File: config.mk
export PLATFORM = sky130hd
export DESIGN_NAME = qdac_cmd_rx
export DESIGN_NICKNAME = d
export VERILOG_FILES = /design/src/rtl/qdac_pkg.sv /design/src/rtl/qdac_sync.sv /design/src/rtl/qdac_fall_det.sv /design/src/rtl/qdac_frame_asm.sv /design/src/rtl/qdac_latch_bank.sv /design/src/rtl/qdac_cmd_rx.sv
export SDC_FILE = /design/constraint.sdc
export NUM_CORES = 1
export LEC_CHECK = 0
export BUFFER_PORTS_ARGS = -buffer_cell sky130_fd_sc_hd__buf_2
export CORE_AREA = 3 3 98 100
export DETAILED_ROUTE_END_ITERATION = 10
export DIE_AREA = 0 0 101 103
export PLACE_DENSITY_LB_ADDON = 0.08
export SLEW_MARGIN = 20
export SYNTH_ARGS = -nofsm -noshare
export SYNTH_HDL_FRONTEND = slang
export SYNTH_SLANG_ARGS = --single-unit
File: constraint.sdc
create_clock -name clk -period 2.18 [get_ports clk]
set_input_delay 0.218 -clock clk [delete_from_list [all_inputs] [get_ports clk]]
set_output_delay 0.218 -clock clk [all_outputs]
set_load 0.005 [all_outputs]
File: src/rtl/qdac_pkg.sv
package qdac_pkg;

    // Channel and frame geometry
    localparam int CH_N    = 4;
    localparam int CODE_W  = 8;
    localparam int ADDR_W  = $clog2(CH_N);
    localparam int FRAME_W = ADDR_W + 1 + CODE_W;
    localparam int CNT_W   = $clog2(FRAME_W);

    // Positions of the asynchronous inputs inside the synchroniser vector
    localparam int SIG_SCLK = 0;
    localparam int SIG_LTCH = 1;
    localparam int SIG_UPD  = 2;
    localparam int SIG_DATA = 3;
    localparam int CTL_W    = 3;
    localparam int SYNC_W   = 4;

    // Idle levels: strobes and serial clock rest high, data rests low
    localparam logic [SYNC_W-1:0] SYNC_IDLE = 4'b0111;

    // Frame in arrival order: first received bit is the MSB of addr
    typedef struct packed {
        logic [ADDR_W-1:0] addr;
        logic              gain;
        logic [CODE_W-1:0] code;
    } cmd_frame_t;

    // Contents of one channel register
    typedef struct packed {
        logic              gain;
        logic [CODE_W-1:0] code;
    } chan_word_t;

    function automatic chan_word_t frame_to_word(input cmd_frame_t f);
        chan_word_t w;
        w.gain = f.gain;
        w.code = f.code;
        return w;
    endfunction

    function automatic logic [CNT_W-1:0] last_bit_idx();
        return CNT_W'(FRAME_W - 1);
    endfunction

endpackage

File: src/rtl/qdac_sync.sv
module qdac_sync
    import qdac_pkg::*;
#(
    parameter int               W       = SYNC_W,
    parameter int               STAGES  = 2,
    parameter logic [W-1:0]     RST_VAL = '0
) (
    input  logic         clk,
    input  logic         rst,
    input  logic [W-1:0] din,
    output logic [W-1:0] dout
);

    logic [W-1:0] pipe_q [STAGES];

    always_ff @(posedge clk) begin
        if (rst) begin
            for (int s = 0; s < STAGES; s++) begin
                pipe_q[s] <= RST_VAL;
            end
        end else begin
            pipe_q[0] <= din;
            for (int s = 1; s < STAGES; s++) begin
                pipe_q[s] <= pipe_q[s-1];
            end
        end
    end

    assign dout = pipe_q[STAGES-1];

endmodule

File: src/rtl/qdac_fall_det.sv
module qdac_fall_det
    import qdac_pkg::*;
#(
    parameter int           W       = CTL_W,
    parameter logic [W-1:0] RST_VAL = '1
) (
    input  logic         clk,
    input  logic         rst,
    input  logic [W-1:0] lvl,
    output logic [W-1:0] fall
);

    logic [W-1:0] prev_q;

    always_ff @(posedge clk) begin
        if (rst) begin
            prev_q <= RST_VAL;
        end else begin
            prev_q <= lvl;
        end
    end

    genvar g;
    generate
        for (g = 0; g < W; g++) begin : g_edge
            assign fall[g] = prev_q[g] & ~lvl[g];
        end
    endgenerate

endmodule

File: src/rtl/qdac_frame_asm.sv
module qdac_frame_asm
    import qdac_pkg::*;
(
    input  logic       clk,
    input  logic       rst,
    input  logic       bit_evt,
    input  logic       bit_val,
    input  logic       abort,
    output logic       frame_ok,
    output logic       done,
    output cmd_frame_t held
);

    logic [CNT_W-1:0]   cnt_q;
    logic [FRAME_W-1:0] sh_q;
    logic [FRAME_W-1:0] sh_nxt;
    logic               pend_q;
    logic               at_last;

    assign sh_nxt   = {sh_q[FRAME_W-2:0], bit_val};
    assign at_last  = (cnt_q == last_bit_idx());
    assign frame_ok = pend_q && (cnt_q == '0);

    always_ff @(posedge clk) begin
        if (rst) begin
            cnt_q  <= '0;
            sh_q   <= '0;
            pend_q <= 1'b0;
            done   <= 1'b0;
            held   <= '0;
        end else begin
            done <= 1'b0;
            if (abort) begin
                // Latch edge consumes a waiting frame or drops a partial one
                cnt_q  <= '0;
                pend_q <= 1'b0;
            end else if (bit_evt) begin
                sh_q <= sh_nxt;
                if (at_last) begin
                    cnt_q  <= '0;
                    pend_q <= 1'b1;
                    done   <= 1'b1;
                    held   <= cmd_frame_t'(sh_nxt);
                end else begin
                    cnt_q <= cnt_q + 1'b1;
                end
            end
        end
    end

endmodule

File: src/rtl/qdac_latch_bank.sv
module qdac_latch_bank
    import qdac_pkg::*;
(
    input  logic                     clk,
    input  logic                     rst,
    input  logic                     wr_en,
    input  logic [ADDR_W-1:0]        wr_addr,
    input  chan_word_t               wr_word,
    input  logic                     upd_en,
    output logic [CH_N*CODE_W-1:0]   dac_code,
    output logic [CH_N-1:0]          dac_gain
);

    genvar ch;
    generate
        for (ch = 0; ch < CH_N; ch++) begin : g_chan
            chan_word_t in_q;
            chan_word_t out_q;
            logic       hit;

            assign hit = wr_en && (wr_addr == ADDR_W'(ch));

            always_ff @(posedge clk) begin
                if (rst) begin
                    in_q <= '0;
                end else if (hit) begin
                    in_q <= wr_word;
                end
            end

            always_ff @(posedge clk) begin
                if (rst) begin
                    out_q <= '0;
                end else if (upd_en) begin
                    out_q <= in_q;
                end
            end

            assign dac_code[ch*CODE_W +: CODE_W] = out_q.code;
            assign dac_gain[ch]                  = out_q.gain;
        end
    endgenerate

endmodule

File: src/rtl/qdac_cmd_rx.sv
module qdac_cmd_rx
    import qdac_pkg::*;
#(
    parameter int SYNC_STAGES = 2
) (
    input  logic                   clk,
    input  logic                   rst,
    input  logic                   ser_clk,
    input  logic                   ser_data,
    input  logic                   latch_n,
    input  logic                   update_n,
    output logic [CH_N*CODE_W-1:0] dac_code,
    output logic [CH_N-1:0]        dac_gain,
    output logic                   frm_valid,
    output logic [ADDR_W-1:0]      frm_addr,
    output logic                   frm_gain,
    output logic [CODE_W-1:0]      frm_code,
    output logic                   frm_error
);

    logic [SYNC_W-1:0] raw_in;
    logic [SYNC_W-1:0] sync_lvl;
    logic [CTL_W-1:0]  ctl_fall;
    logic              bit_evt;
    logic              load_evt;
    logic              upd_evt;
    logic              frame_ok;
    logic              wr_en;
    cmd_frame_t        held;

    assign raw_in[SIG_SCLK] = ser_clk;
    assign raw_in[SIG_LTCH] = latch_n;
    assign raw_in[SIG_UPD]  = update_n;
    assign raw_in[SIG_DATA] = ser_data;

    qdac_sync #(
        .W       (SYNC_W),
        .STAGES  (SYNC_STAGES),
        .RST_VAL (SYNC_IDLE)
    ) u_sync (
        .clk  (clk),
        .rst  (rst),
        .din  (raw_in),
        .dout (sync_lvl)
    );

    qdac_fall_det #(
        .W       (CTL_W),
        .RST_VAL (SYNC_IDLE[CTL_W-1:0])
    ) u_fall (
        .clk  (clk),
        .rst  (rst),
        .lvl  (sync_lvl[CTL_W-1:0]),
        .fall (ctl_fall)
    );

    assign bit_evt  = ctl_fall[SIG_SCLK];
    assign load_evt = ctl_fall[SIG_LTCH];
    assign upd_evt  = ctl_fall[SIG_UPD];

    qdac_frame_asm u_asm (
        .clk      (clk),
        .rst      (rst),
        .bit_evt  (bit_evt),
        .bit_val  (sync_lvl[SIG_DATA]),
        .abort    (load_evt),
        .frame_ok (frame_ok),
        .done     (frm_valid),
        .held     (held)
    );

    assign frm_addr = held.addr;
    assign frm_gain = held.gain;
    assign frm_code = held.code;
    assign wr_en    = load_evt && frame_ok;

    qdac_latch_bank u_bank (
        .clk      (clk),
        .rst      (rst),
        .wr_en    (wr_en),
        .wr_addr  (held.addr),
        .wr_word  (frame_to_word(held)),
        .upd_en   (upd_evt),
        .dac_code (dac_code),
        .dac_gain (dac_gain)
    );

    always_ff @(posedge clk) begin
        if (rst) begin
            frm_error <= 1'b0;
        end else begin
            frm_error <= load_evt && !frame_ok;
        end
    end

endmodule

==> reports/qor.txt <==
Share of cells above drive strength 1: 0.188
DR vias: 2,893
Final net count: 484
Fmax: 549 MHz
Max Cap Violations: 0
Cells after synthesis: 433
CTS Hold Buffers Added: 0
Setup Skew: 11.6 ps
TritonCTS Buffers: 9
Worst r2r path cells: 4
#FFs+latches synth: 111
Final setup viols: 0
Gpl congestion: 0.820
Critical Path AT: 2070 ps
Antenna Nets Post-Route: 0
P_leak: 0.00170 uW
Hold Crit Class: in -> reg
Post-synthesis sequential area ratio: 0.567
Total wire length: 7900 um
Reg-to-Reg End: u_bank.g_chan[2].in_q[8]$_SDFFE_PP0P_
GR Overflow Total: 0
Clock buffer depth: 2
Critical path origin: u_asm.cnt_q[0]$_SDFFE_PP0P_
Clock latency on the worst-skew pair: 370 ps
DP Wirelength: 5190 um
Drt wl/cell: 13.4 um
Vias/cell: 4.90
Syn nets: 439
Post-synthesis cell type count: 33
DRC viols: 0
Initial core utilization: 0.447
Warnings from Yosys: 0
Root Buffer: clkbuf_8
Starting DRT DRC Count: 70
Worst Setup EP: u_bank.g_chan[2].in_q[8]$_SDFFE_PP0P_
Worst-Margin Slew: 649 ps
Number of post-CTS setup repair buffers: 0
Crit. End Element: flip-flop
Layout Cells excl Fill: 591
H-tree depth: 3
Post-route minimum period: 1820 ps
Die ar.: 10,400 um2
I/O Buffers: 54
Sinks on Clock Net: 111
Status: finished clean
Total GRT Usage: 0.163
Inst Count DP: 575
Initial antenna violation count: 0
Period utilization: 0.835
Crit start category: flip-flop
Ports: 55
Max_slew headroom: 0.566
Syn_area_per_cell: 9.04 um2
Critical Path RT: 2430 ps
P&R area growth vs syn: 13.4%
Diode count: 0
Peak fanout along the critical path: 12
Commonest cells after routing, fill and taps aside: 111 x nand2_1, 111 x dfxtp_1, 58 x a21oi_1, 53 x buf_2, 41 x nor2_1
Synth Cell Area: 3920 um2
Number of global-route vias before repair: 2,617
VDD IR-drop max: 0.000333 V
Largest net degree at the start of global routing: 59
Cell row count: 34
Total core area: 8760 um2
Setup_tns: 0 ps
Reg2Reg Setup Slack: 360 ps
Die H: 103 um
R2R Path Start: u_asm.cnt_q[0]$_SDFFE_PP0P_
Final slew viol count: 0
Final Hold Fails: 0
CTS tree: done
Die Span X: 101 um
PwrDens: 727 nW/um2
Unrepaired setup endpoints after global routing: no
CTS resizes: 0
First-pass GRT wire length: 13,200 um
First-pass iteration count of the detailed router: 4
Clock slew at reported path FFs: 100 ps
CP Class: reg -> reg
[cell families after synthesis]
logic type	Yosys count	synth area share
compound gates	63	0.0824
xor+xnor	1	0.00224
buf+inv	27	0.0304
flops	111	0.567
mux	38	0.0971
simple gates	193	0.220
[worst min-delay path by stage]
stage,end,from,slack [ps],cells after the start
final,u_sync.pipe_q[0][2]$_SDFF_PP1_,update_n,30,2
after global routing,u_sync.pipe_q[0][0]$_SDFF_PP1_,ser_clk,20,2
after CTS,u_sync.pipe_q[0][2]$_SDFF_PP1_,update_n,9,2
after detailed placement,u_sync.pipe_q[0][6]$_SDFF_PP1_,u_sync.pipe_q[0][2]$_SDFF_PP1_,390,1
after global placement,u_sync.pipe_q[0][5]$_SDFF_PP1_,u_sync.pipe_q[0][1]$_SDFF_PP1_,390,1
after floorplan,u_sync.pipe_q[0][0]$_SDFF_PP1_,ser_clk,320,1
[per-layer routing]
| layer | vias up | GRT usage | share of wire |
|---|---|---|---|
| met5 | - | 0 | 0 |
| met4 | 0 | 0.0644 | 0.015 |
| met3 | 10 | 0.0284 | 0.037 |
| met2 | 44 | 0.258 | 0.45 |
| met1 | 1328 | 0.223 | 0.50 |
| li1 | 1511 | - | - |
[cell usage after synthesis]
master | count | area (um2)
or2b_1 | 1 | 7.51
nand2_1 | 111 | 417
or3_1 | 1 | 6.26
nand4bb_1 | 1 | 11.3
clkbuf_1 | 21 | 78.8
nand2b_1 | 5 | 31.3
buf_2 | 2 | 10.0
inv_1 | 1 | 3.75
nand3b_1 | 2 | 15.0
or2_2 | 9 | 56.3
or4_4 | 1 | 11.3
nor3_4 | 1 | 16.3
nor4_1 | 1 | 6.26
nor2_1 | 41 | 154
nor2b_1 | 8 | 50.1
nor4b_1 | 1 | 8.76
dfxtp_1 | 111 | 2220
nand3_1 | 2 | 10.0
o21ai_0 | 3 | 15.0
a21oi_1 | 58 | 290
and3_1 | 1 | 6.26
nor3_1 | 2 | 10.0
nor4_2 | 1 | 12.5
buf_4 | 2 | 15.0
mux2i_1 | 38 | 380
nor3b_1 | 1 | 7.51
a211oi_1 | 1 | 7.51
nand2_2 | 1 | 6.26
nor3_2 | 1 | 10.0
nor4bb_1 | 1 | 10.0
buf_6 | 1 | 11.3
xor2_1 | 1 | 8.76
o21ba_2 | 1 | 10.0
[area by class of cell]
class / count / area, um2
Sequential cell: 111 / 2220
Inverter: 1 / 3.75
Clock inverter: 6 / 45.0
Clock buffer: 10 / 128
Timing Repair Buffer: 60 / 330
Fill cell: 896 / 4320
Tap cell: 108 / 135
Multi-Input combinational cell: 295 / 1580
[worst max-delay path: stages (launching register included)]
cell      delay (ps)
dfxtp_1          420
nor4bb_1         410
and3_1           570
mux2i_1          250
nor2_1            60
[stage by stage]
stage	setup WS, ps	area, um2	power, uW	hold WS, ps	util
6_report	359	4440	3230	28.6	0.507
2_1_floorplan	603	3920	2150	322	-
4_1_cts	350	4440	3280	9.18	0.507
5_1_grt	163	4440	3370	17.1	0.507
3_3_place_gp	427	4270	2170	395	0.487
3_5_place_dp	365	4270	2170	394	0.487
[registers in the layout (all words and copies together) (netlist names), 3 cells and up]
register            cells
u_bank.dac_gain         4
u_sync.pipe_q           8
u_bank.g_chan.in_q     36
u_asm.cnt_q             4
u_bank.dac_code        32
u_asm.held             11
u_fall.prev_q           3
u_asm.sh_q             10
[power breakdown]
part	total, uW	internal, uW	switching [uW]
registers	2040	2040	6.75
logic	78.0	20.7	57.3
clock network	1110	425	684
total	3230	2480	748
No activity file was read; power rests on OpenSTA's default activity.
